**src/rtl/banked_iram_pkg.sv**
```systemverilog
package banked_iram_pkg;

   typedef enum logic [1:0] {
      ACC_BYTE    = 2'd0,
      ACC_POINTER = 2'd1,
      ACC_REG     = 2'd2,
      ACC_BIT     = 2'd3
   } acc_mode_e;

   typedef enum logic [1:0] {
      PH_IDLE    = 2'd0,
      PH_POINTER = 2'd1,
      PH_BITWR   = 2'd2
   } phase_e;

   typedef enum logic [1:0] {
      SRC_RAM_BYTE = 2'd0,
      SRC_RAM_BIT  = 2'd1,
      SRC_SFR_BYTE = 2'd2,
      SRC_SFR_BIT  = 2'd3
   } rsp_src_e;

endpackage

```
**src/rtl/iram_bank_reg.sv**
```systemverilog
module iram_bank_reg #(
   parameter int DATA_W   = 8,
   parameter int BANK_W   = 2,
   parameter int BANK_LSB = 3
) (
   input  logic              clk,
   input  logic              rst_n,
   input  logic              load,
   input  logic [DATA_W-1:0] status_in,
   output logic [BANK_W-1:0] bank
);
   always_ff @(posedge clk) begin
      if (!rst_n)
         bank <= '0;
      else if (load)
         bank <= status_in[BANK_LSB +: BANK_W];
   end
endmodule

```
**src/rtl/iram_decode.sv**
```systemverilog
module iram_decode
   import banked_iram_pkg::*;
#(
   parameter int ADDR_W    = 8,
   parameter int BANK_W    = 2,
   parameter int REG_IDX_W = 3,
   parameter int POS_W     = 3,
   parameter int BIT_BASE  = 32,
   parameter int BIT_SPAN  = 128,
   parameter int SFR_BASE  = 128
) (
   input  acc_mode_e         mode,
   input  logic [ADDR_W-1:0] addr,
   input  logic [BANK_W-1:0] bank,
   output logic              to_sfr,
   output logic [ADDR_W-1:0] ram_addr,
   output logic [POS_W-1:0]  bit_pos
);
   logic [ADDR_W-1:0] bank_base;
   assign bank_base = ADDR_W'(bank) << REG_IDX_W;

   always_comb begin
      to_sfr   = 1'b0;
      ram_addr = addr;
      bit_pos  = '0;
      unique case (mode)
         ACC_BYTE:    to_sfr = int'(addr) >= SFR_BASE;
         ACC_POINTER: ram_addr = bank_base | ADDR_W'(addr[0]);
         ACC_REG:     ram_addr = bank_base | ADDR_W'(addr[REG_IDX_W-1:0]);
         ACC_BIT: begin
            if (int'(addr) < BIT_SPAN) begin
               ram_addr = ADDR_W'(BIT_BASE) + (addr >> POS_W);
               bit_pos  = addr[POS_W-1:0];
            end else begin
               to_sfr = 1'b1;
            end
         end
         default: to_sfr = 1'b0;
      endcase
   end
endmodule

```
**src/rtl/iram_store.sv**
```systemverilog
module iram_store #(
   parameter int ADDR_W = 8,
   parameter int DATA_W = 8
) (
   input  logic              clk,
   input  logic              we,
   input  logic [ADDR_W-1:0] addr,
   input  logic [DATA_W-1:0] wdata,
   output logic [DATA_W-1:0] rdata
);
   localparam int DEPTH = 2 ** ADDR_W;

   logic [DATA_W-1:0] mem [DEPTH];

   always_ff @(posedge clk) begin
      if (we)
         mem[addr] <= wdata;
      rdata <= mem[addr];
   end
endmodule

```
**src/rtl/iram_bit_merge.sv**
```systemverilog
module iram_bit_merge #(
   parameter int DATA_W = 8,
   parameter int POS_W  = 3
) (
   input  logic [DATA_W-1:0] old_byte,
   input  logic [POS_W-1:0]  pos,
   input  logic              value,
   output logic [DATA_W-1:0] new_byte
);
   for (genvar i = 0; i < DATA_W; i++) begin : g_lane
      assign new_byte[i] = (pos == POS_W'(i)) ? value : old_byte[i];
   end
endmodule

```
**src/rtl/banked_iram.sv**
```systemverilog
module banked_iram
   import banked_iram_pkg::*;
#(
   parameter int DATA_W        = 8,
   parameter int ADDR_W        = 8,
   parameter int NUM_BANKS     = 4,
   parameter int REGS_PER_BANK = 8,
   parameter int BIT_BASE      = 32,
   parameter int BIT_BYTES     = 16,
   parameter int SFR_BASE      = 128,
   parameter int BANK_LSB      = 3
) (
   input  logic                         clk,
   input  logic                         rst_n,
   input  logic                         psw_we,
   input  logic [DATA_W-1:0]            psw_wdata,
   input  logic                         req_valid,
   input  logic [1:0]                   req_mode,
   input  logic                         req_we,
   input  logic [ADDR_W-1:0]            req_addr,
   input  logic [DATA_W-1:0]            req_wdata,
   output logic                         busy,
   output logic                         rd_valid,
   output logic [DATA_W-1:0]            rd_data,
   output logic [$clog2(NUM_BANKS)-1:0] bank_sel,
   output logic                         sfr_req,
   output logic                         sfr_we,
   output logic                         sfr_bit,
   output logic [ADDR_W-1:0]            sfr_addr,
   output logic [DATA_W-1:0]            sfr_wdata,
   input  logic [DATA_W-1:0]            sfr_rdata
);
   localparam int BANK_W    = $clog2(NUM_BANKS);
   localparam int REG_IDX_W = $clog2(REGS_PER_BANK);
   localparam int POS_W     = $clog2(DATA_W);
   localparam int DEPTH     = 2 ** ADDR_W;
   localparam int BIT_SPAN  = BIT_BYTES * DATA_W;

   if (2 ** POS_W != DATA_W) begin : g_bad_width
      $error("data width must be a power of two");
   end
   if (BANK_LSB + BANK_W > DATA_W) begin : g_bad_lsb
      $error("bank field does not fit the status byte");
   end
   if (NUM_BANKS * REGS_PER_BANK > BIT_BASE) begin : g_bad_banks
      $error("register banks overlap the bit window");
   end
   if (BIT_BASE + BIT_BYTES > SFR_BASE || SFR_BASE >= DEPTH) begin : g_bad_map
      $error("bit window or special-register boundary out of range");
   end
   if (BIT_SPAN >= DEPTH || DATA_W < ADDR_W) begin : g_bad_span
      $error("bit span or pointer width mismatch");
   end

   acc_mode_e         mode;
   phase_e            phase_q, phase_d;
   logic              accept, to_sfr;
   logic [ADDR_W-1:0] dec_addr;
   logic [POS_W-1:0]  dec_pos;
   logic              ram_we;
   logic [ADDR_W-1:0] ram_addr;
   logic [DATA_W-1:0] ram_wdata, ram_rdata, merged;
   logic [ADDR_W-1:0] hold_addr_q;
   logic [POS_W-1:0]  hold_pos_q, rsp_pos_q;
   logic              hold_we_q, rd_valid_q;
   logic [DATA_W-1:0] hold_wdata_q;
   rsp_src_e          rsp_src_q;

   assign mode   = acc_mode_e'(req_mode);
   assign busy   = (phase_q != PH_IDLE);
   assign accept = req_valid && !busy;

   iram_bank_reg #(.DATA_W(DATA_W), .BANK_W(BANK_W), .BANK_LSB(BANK_LSB)) u_bank (
      .clk(clk), .rst_n(rst_n), .load(psw_we), .status_in(psw_wdata), .bank(bank_sel)
   );

   iram_decode #(
      .ADDR_W(ADDR_W), .BANK_W(BANK_W), .REG_IDX_W(REG_IDX_W), .POS_W(POS_W),
      .BIT_BASE(BIT_BASE), .BIT_SPAN(BIT_SPAN), .SFR_BASE(SFR_BASE)
   ) u_dec (
      .mode(mode), .addr(req_addr), .bank(bank_sel),
      .to_sfr(to_sfr), .ram_addr(dec_addr), .bit_pos(dec_pos)
   );

   iram_bit_merge #(.DATA_W(DATA_W), .POS_W(POS_W)) u_merge (
      .old_byte(ram_rdata), .pos(hold_pos_q), .value(hold_wdata_q[0]), .new_byte(merged)
   );

   iram_store #(.ADDR_W(ADDR_W), .DATA_W(DATA_W)) u_store (
      .clk(clk), .we(ram_we), .addr(ram_addr), .wdata(ram_wdata), .rdata(ram_rdata)
   );

   // single storage port: the second phase owns it, otherwise the new request
   always_comb begin
      ram_addr  = dec_addr;
      ram_wdata = req_wdata;
      ram_we    = 1'b0;
      unique case (phase_q)
         PH_POINTER: begin
            ram_addr  = ADDR_W'(ram_rdata);
            ram_wdata = hold_wdata_q;
            ram_we    = hold_we_q;
         end
         PH_BITWR: begin
            ram_addr  = hold_addr_q;
            ram_wdata = merged;
            ram_we    = 1'b1;
         end
         default:
            ram_we = accept && req_we && !to_sfr && (mode == ACC_BYTE || mode == ACC_REG);
      endcase
   end

   always_comb begin
      phase_d = PH_IDLE;
      if (accept) begin
         if (mode == ACC_POINTER)
            phase_d = PH_POINTER;
         else if (mode == ACC_BIT && req_we && !to_sfr)
            phase_d = PH_BITWR;
      end
   end

   always_ff @(posedge clk) begin
      if (!rst_n) begin
         phase_q    <= PH_IDLE;
         rd_valid_q <= 1'b0;
      end else begin
         phase_q    <= phase_d;
         rd_valid_q <= (accept && !req_we && mode != ACC_POINTER) ||
                       (phase_q == PH_POINTER && !hold_we_q);
      end
   end

   always_ff @(posedge clk) begin
      if (accept) begin
         hold_addr_q  <= dec_addr;
         hold_pos_q   <= dec_pos;
         hold_we_q    <= req_we;
         hold_wdata_q <= req_wdata;
         rsp_pos_q    <= dec_pos;
         if (to_sfr)
            rsp_src_q <= (mode == ACC_BIT) ? SRC_SFR_BIT : SRC_SFR_BYTE;
         else
            rsp_src_q <= (mode == ACC_BIT) ? SRC_RAM_BIT : SRC_RAM_BYTE;
      end else if (phase_q == PH_POINTER) begin
         rsp_src_q <= SRC_RAM_BYTE;
      end
   end

   always_comb begin
      rd_data = '0;
      if (rd_valid_q) begin
         unique case (rsp_src_q)
            SRC_RAM_BYTE: rd_data = ram_rdata;
            SRC_RAM_BIT:  rd_data = DATA_W'(ram_rdata[rsp_pos_q]);
            SRC_SFR_BYTE: rd_data = sfr_rdata;
            SRC_SFR_BIT:  rd_data = DATA_W'(sfr_rdata[0]);
            default:      rd_data = '0;
         endcase
      end
   end

   assign rd_valid  = rd_valid_q;
   assign sfr_req   = accept && to_sfr;
   assign sfr_we    = req_we;
   assign sfr_bit   = (mode == ACC_BIT);
   assign sfr_addr  = req_addr;
   assign sfr_wdata = (mode == ACC_BIT) ? DATA_W'(req_wdata[0]) : req_wdata;
endmodule

```
**config.mk**
```make
export PLATFORM = sky130hd
export DESIGN_NAME = banked_iram
export DESIGN_NICKNAME = d
export VERILOG_FILES = /design/src/rtl/banked_iram_pkg.sv /design/src/rtl/iram_bank_reg.sv /design/src/rtl/iram_decode.sv /design/src/rtl/iram_store.sv /design/src/rtl/iram_bit_merge.sv /design/src/rtl/banked_iram.sv
export SDC_FILE = /design/constraint.sdc
export NUM_CORES = 2
export LEC_CHECK = 0
export ABC_AREA = 1
export BUFFER_PORTS_ARGS = -buffer_cell sky130_fd_sc_hd__clkbuf_2
export CORE_MARGIN = 1
export CORE_UTILIZATION = 45
export CTS_CLUSTER_DIAMETER = 80
export CTS_CLUSTER_SIZE = 25
export DETAILED_ROUTE_END_ITERATION = 16
export GPL_ROUTABILITY_DRIVEN = 0
export GPL_TIMING_DRIVEN = 0
export SLEW_MARGIN = 0
export SYNTH_ARGS = -nofsm -noshare
export SYNTH_HDL_FRONTEND = slang
export SYNTH_HIERARCHICAL = 1
export SYNTH_SLANG_ARGS = --single-unit
```
**constraint.sdc**
```tcl
create_clock -name clk -period 14.1 [get_ports clk]
set_input_delay 2.82 -clock clk [delete_from_list [all_inputs] [get_ports clk]]
set_output_delay 2.82 -clock clk [all_outputs]
set_load 0.01 [all_outputs]
```
Word-level counts from Yosys, hierarchy flattened. Memory sizes are Yosys's and may differ from the RTL's. A register that Yosys moved wholly into a read port is not among the register bits. Cells that the tools add are included.

Add/sub/neg operators: 1. Bitwise operators: 4. $lt $le $gt $ge: 3. Multiplexer cells: 29. Reduce and logical (&&, ||, !) cells: 24. Eq/ne operators: 16.

Operators with widths (count): case mux 8 bit (2 select lines) (2); case mux 8 bit (4 select lines) (1); 2-to-1 mux 8 bit (3); case mux 8 bit (3 select lines) (1); 2-to-1 mux 1 bit (15); == test 3 bit (second input constant) (4); == test 2 bit (second input constant) (5); logical AND 1 bit (10); >= comparator 8 bit (second input constant) (1); < comparator 8 bit (second input constant) (1); 2-to-1 mux 2 bit (4); adder 6 x 5 -> 7 bit (first input constant) (1); == test 2 x 1 -> 1 bit (second input constant) (3); == test 3 x 2 -> 1 bit (second input constant) (2); OR 5 x 1 -> 5 bit (1); OR 5 x 3 -> 5 bit (1); zero test 1 bit (4); zero test 2 bit (2); < comparator 3 x 4 -> 1 bit (second input constant) (1); case mux 1 bit (2 select lines) (2); AND reduction 2 bit (2); nonzero test 2 bit (2); binary-select mux 1 bit (select 3 bit) (1); == test 3 x 1 -> 1 bit (second input constant) (1); 5 further kinds (7).

Register bits: 27. Memory bits (writable): 2048. Bits of input ports: 39. Memories: 1. Word-level logic and storage cells: 87.

Memory list: u_store.mem (depth 256, width 8, rd ports 1, clocked after Yosys merged registers in 1, wr ports 1, RTL line iram_store.sv:13) `logic [DATA_W-1:0] mem [DEPTH];`.

Depth between registers and ports, before layout.
Word-level depth: 9. Mapped depth: 23. Mapped depth without buffers: 21.

Modules after synthesis. Netlist, hierarchy kept.

Modules (own cells, without submodules): iram_store (times used 1, area each 84856.4 µm², sequential area each 61659.1 µm², cells each 8021); banked_iram (times used 1, area each 1569.0 µm², sequential area each 720.7 µm², cells each 199); iram_decode (times used 1, area each 272.8 µm², sequential area each 0.0 µm², cells each 52); iram_bit_merge (times used 1, area each 219.0 µm², sequential area each 0.0 µm², cells each 40); iram_bank_reg (times used 1, area each 77.6 µm², sequential area each 40.0 µm², cells each 12).

Worst setup path after synthesis. Ideal clock, no wire load.

Path type: input to register. Start: input port req_wdata[7]. End: memory u_store.mem[0][7] (data pin). Buffers on the path: 0. Setup slack: 2.439 ns. Data required time: 12.369 ns. Stages on the path: 2. Data arrival time: 9.931 ns. Setup time: 1.731 ns. Cells stage by stage: nor2_1 > a31oi_1.

Cells in the longest elaborated chain, start to end: 1.

RTL lines: start: declaration (RTL line banked_iram.sv:21) `input logic [DATA_W-1:0] req_wdata,`; case mux 8 bit (2 select lines) (RTL line banked_iram.sv:98) `unique case (phase_q)`; via ram_wdata[7] (RTL line banked_iram.sv:62) `logic [DATA_W-1:0] ram_wdata, ram_rdata, merged;`; end: declaration (RTL line iram_store.sv:13).

The timed path passes the listed nets, and every way through them passes these cells.

Worst setup path in the final report.
Start: input port req_mode[0]. End: memory u_store.mem[191][6], enable pin.

Elaborated cells on any way between the ends: 14. Those cells by class: 3 x eq/ne; 6 x mux; 5 x reduce/logical.

RTL lines: start: declaration (RTL line banked_iram.sv:18) `input logic [1:0] req_mode,`; == test 2 bit / == test 2 x 1 -> 1 bit (equally long branches) (RTL line iram_decode.sv:26) `unique case (mode)`; case mux 8 bit (3 select lines) * (RTL line iram_decode.sv:26); via dec_addr[5] (RTL line banked_iram.sv:58) `logic [ADDR_W-1:0] dec_addr;`; case mux 8 bit (2 select lines) * (RTL line banked_iram.sv:98); via ram_addr[5] (RTL line banked_iram.sv:61) `logic [ADDR_W-1:0] ram_addr;`.

The timed path passes the listed nets; every way through them passes the cells marked *.

==> results_dict.tcl <==
set metrics [dict create \
    critical_path.endpoint_type "flip-flop" \
    setup_slack_ns 6.58 \
    drt.antenna.violating_nets 0 \
    comb_power_share_pct 15.4 \
    worst_slew_margin_pct 4.27 \
    worst_path_required_ns 14.54 \
    finalMaxSlewViolations 0 \
    cp.arrival_ns 7.96 \
    chipHeight_um 442 \
    dp_hpwl_um 196000 \
    synth.lib_cells_used.distinct 33 \
    final.setup.tns_ns 0 \
    critical_path_type "input port to flip-flop" \
    critical_path.slowest_cell "nor2_1" \
    synth_fp_nets 8371 \
    syn_area_mm2 0.0870 \
    drt-wirelength-per-cell_um 24.2 \
    min_period_over_period_pct 53.3 \
    final_hold_fails 0 \
    synth_top_cells_by_count "4864 x nand2_1, 2070 x edfxtp_1, 401 x nor2_1" \
    cts_clock_pin_slew_for_the_worst_setup_and_hold_paths_ns 0.09 \
    synth_warnings 6 \
    hold_buffers 0 \
    class_of_the_tightest_hold_or_removal_check "flip-flop to flip-flop" \
    cts_tree "built" \
    yosys.area.top_type_share_pct 71.5 \
    area_fraction_in_compound_gates_after_synthesis_pct 1.38 \
    critical_path.startpoint_type "input port" \
    timing.final.setup_violations 0 \
    yosys.area_share.simple_pct 24.1 \
    first_global_vias 55900 \
    cts_root_buffer "clkbuf_16" \
    via_count 60400 \
    finalCriticalPeriod_ns 7.52 \
    cts.repair.resized 0 \
    synth.yosys.seq_area_share_pct 71.8 \
    cp_max_stage_delay_ns 0.82 \
    fin_total_pwr_mw 12.5 \
    cts.sink_count 2083 \
    postCtsSetupBuffers 0 \
    power_frac_clock_pct 29.5 \
    switching_fraction_pct 28.5 \
    die_area_mm2 0.195 \
    total_leakage_power_nw 37.9 \
    synthToLayoutAreaGrowth_pct 10.4 \
    stdcell_count 11200 \
    internal_power_mw 8.95 \
    rsz0062_at_grt "no" \
    post_synth_fa_ha_maj_area_fraction_pct 0.115 \
    timing.rr.start "phase_q[0]" \
    tritoncts.num_buffers 108 \
    critical-path-top-cell-by-count "nand2_1" \
    drive_gt1_share_pct 6.52 \
    worst-slew-pin-transition_ns 1.44 \
    power-per-cell-area_mw_per_mm2 130 \
    max_cap_violations 0 \
    achievable-frequency_mhz 133 \
    initial_core_util_pct 45.2 \
    min_from "u_bank/bank[0]" \
    finalWirelength_um 270000 \
    finish.net_count 8627 \
    asyncSetResetFlopFracSynth_pct 0 \
    core_mm2 0.192 \
    netlist_instances 8324 \
    die_w_um 442 \
    clock_skew_ns 0.0277 \
    io_pins 70 \
    holdPathStages 2 \
    r2r_cells 11 \
    global_route_wire_length_before_repair_um 384000 \
    crit_path_cell_trace "clkbuf_2, inv_1, ha_1, inv_2, nand2_1, a21oi_1, nor2_1, a31oi_1, nand2_1, inv_1, clkbuf_1, nand2_1, clkbuf_1, nor2_1" \
    synth_top_area_cell "edfxtp_1" \
    buffer_ports.inserted 63 \
    drt_drc_violations_left 0 \
    crit_fanout 12 \
    ir_worst_vdd_mv 0.113 \
    grt_antenna_before_repair 17 \
    synthMostInstantiatedCell "nand2_1" \
    preCtsSetupSlack_ns 5.99 \
    viasPerCell 5.40 \
    synthXorXnorAreaFrac_pct 0 \
    drt-initial-drc-count 7404 \
    rows 161 \
    status "complete, no violations" \
    drt_pass1_iterations 12 \
    netlist_top_cells_area "edfxtp_1 71%, nand2_1 21%, nor2_1 1.7%, nand3_1 1.2%, buf_2 1.1%" \
    grt_max_degree 33 \
    startpoint "req_mode[0]" \
    switching_power_mw 3.57 \
    seq_power_share_pct 55.1 \
    clk-insertion-delay-late_ns 0.82 \
    placed_cells 11000 \
    syn_area_per_cell_um2 10.5 \
    cts_htree_levels 3 \
    dominant_combinational_cell_family_by_area_after_synthesis "simple AND/OR/NAND/NOR gates" \
    ys_ff_latch 2083 \
    synth.area.mux_share_pct 0 \
    cts_buffer_depth 3 \
    synth_ff_type "edfxtp_1" \
    track_usage_pct 27.2 \
    globalRoute.totalOverflow 0 \
    synth-edff-count 2070 \
]
-- metrics by stage --
stage	utilization [%]	hold slack [ns]	area (um^2)
3_5_place_dp	48.1	0.495	92500
5_1_grt	49.9	0.537	96000
6_report	49.9	0.506	96000
3_3_place_gp	47.0	0.492	90500
2_1_floorplan	-	0.499	87000
4_1_cts	49.9	0.510	96000
-- routing by layer --
layer,GRT usage (%),wire length (um)
met1,37.1,108000
met2,42.7,123000
met3,5.97,28000
met4,9.79,10300
met5,0.122,172
-- worst max-delay path, delay by kind of cell --
family          cells  cell delay [ns]
buf+inv             6             2.14
compound gates      2             0.84
simple gates        5             1.85
fa+ha+maj           1             0.29
-- logic make-up after synthesis --
family                     count (synthesis)
and+or+nand+nor                         5486
buffers and inverters                    517
AOI/OAI and AO/OA                        230
DFF                                     2083
adders and majority gates                  8
-- layout make-up --
type                    instances  area (um^2)
flip-flops and latches       2083        62400
plain buffers                 439         2040
multi-input cells            5724        22400
inverters                      78          298
fillers                     17100        96300
well taps                    2526         3160
clock buffers                 115         2750
diodes                          8         20.0
clock inverters                61          803
repair buffers                146         2180
-- final timing paths --
kind,to,slack [ns]
worst max-delay path,u_store/mem[191][6],6.58
worst min-delay path,u_bank/bank[0],0.51
worst max register to register,u_store/mem[191][6],8.40
worst min register to register,u_bank/bank[0],0.51
-- sequential cells by signal, indices dropped and copies added (netlist names) --
signal / flops
u_store/rdata: 8
rd_valid: 1
hold_wdata_q: 8
hold_addr_q: 8
rsp_pos_q: 3
u_bank/bank: 2
u_store/mem: 2048
hold_we_q: 1
rsp_src_q: 2
phase_q: 2
-- cell usage in the layout, fill, tap and decap left out, types with 3 or more instances in the layout --
cell type and instances:
nand2_1 4864, edfxtp_1 2070, nor2_1 401, nand3_1 204
buf_2 186, clkbuf_1 172, o21ai_1 122, clkbuf_16 109
clkbuf_2 67, inv_1 64, buf_1 52, buf_12 52
o21ai_0 43, a21oi_1 42, buf_16 29, buf_4 21
dfxtp_1 13, inv_2 12, inv_6 12, buf_6 11
diode_2 8, a31oi_4 8, a31oi_1 8, ha_1 8
inv_8 8, bufinv_16 8, clkinv_4 7, clkinv_8 7
clkinv_1 6, nand4_1 6, clkinvlp_4 5, inv_16 3
-- power groups by stage --
stage / logic, mW / clock network, mW / registers, mW
after floorplan: 0.967 / 0 / 7.12
after global placement: 1.75 / 0 / 7.28
after detailed placement: 1.87 / 0 / 7.04
after CTS: 1.88 / 3.75 / 6.90
after global routing: 2.05 / 3.95 / 6.90
final: 1.93 / 3.70 / 6.90
No activity file was read; power rests on OpenSTA's default activity.
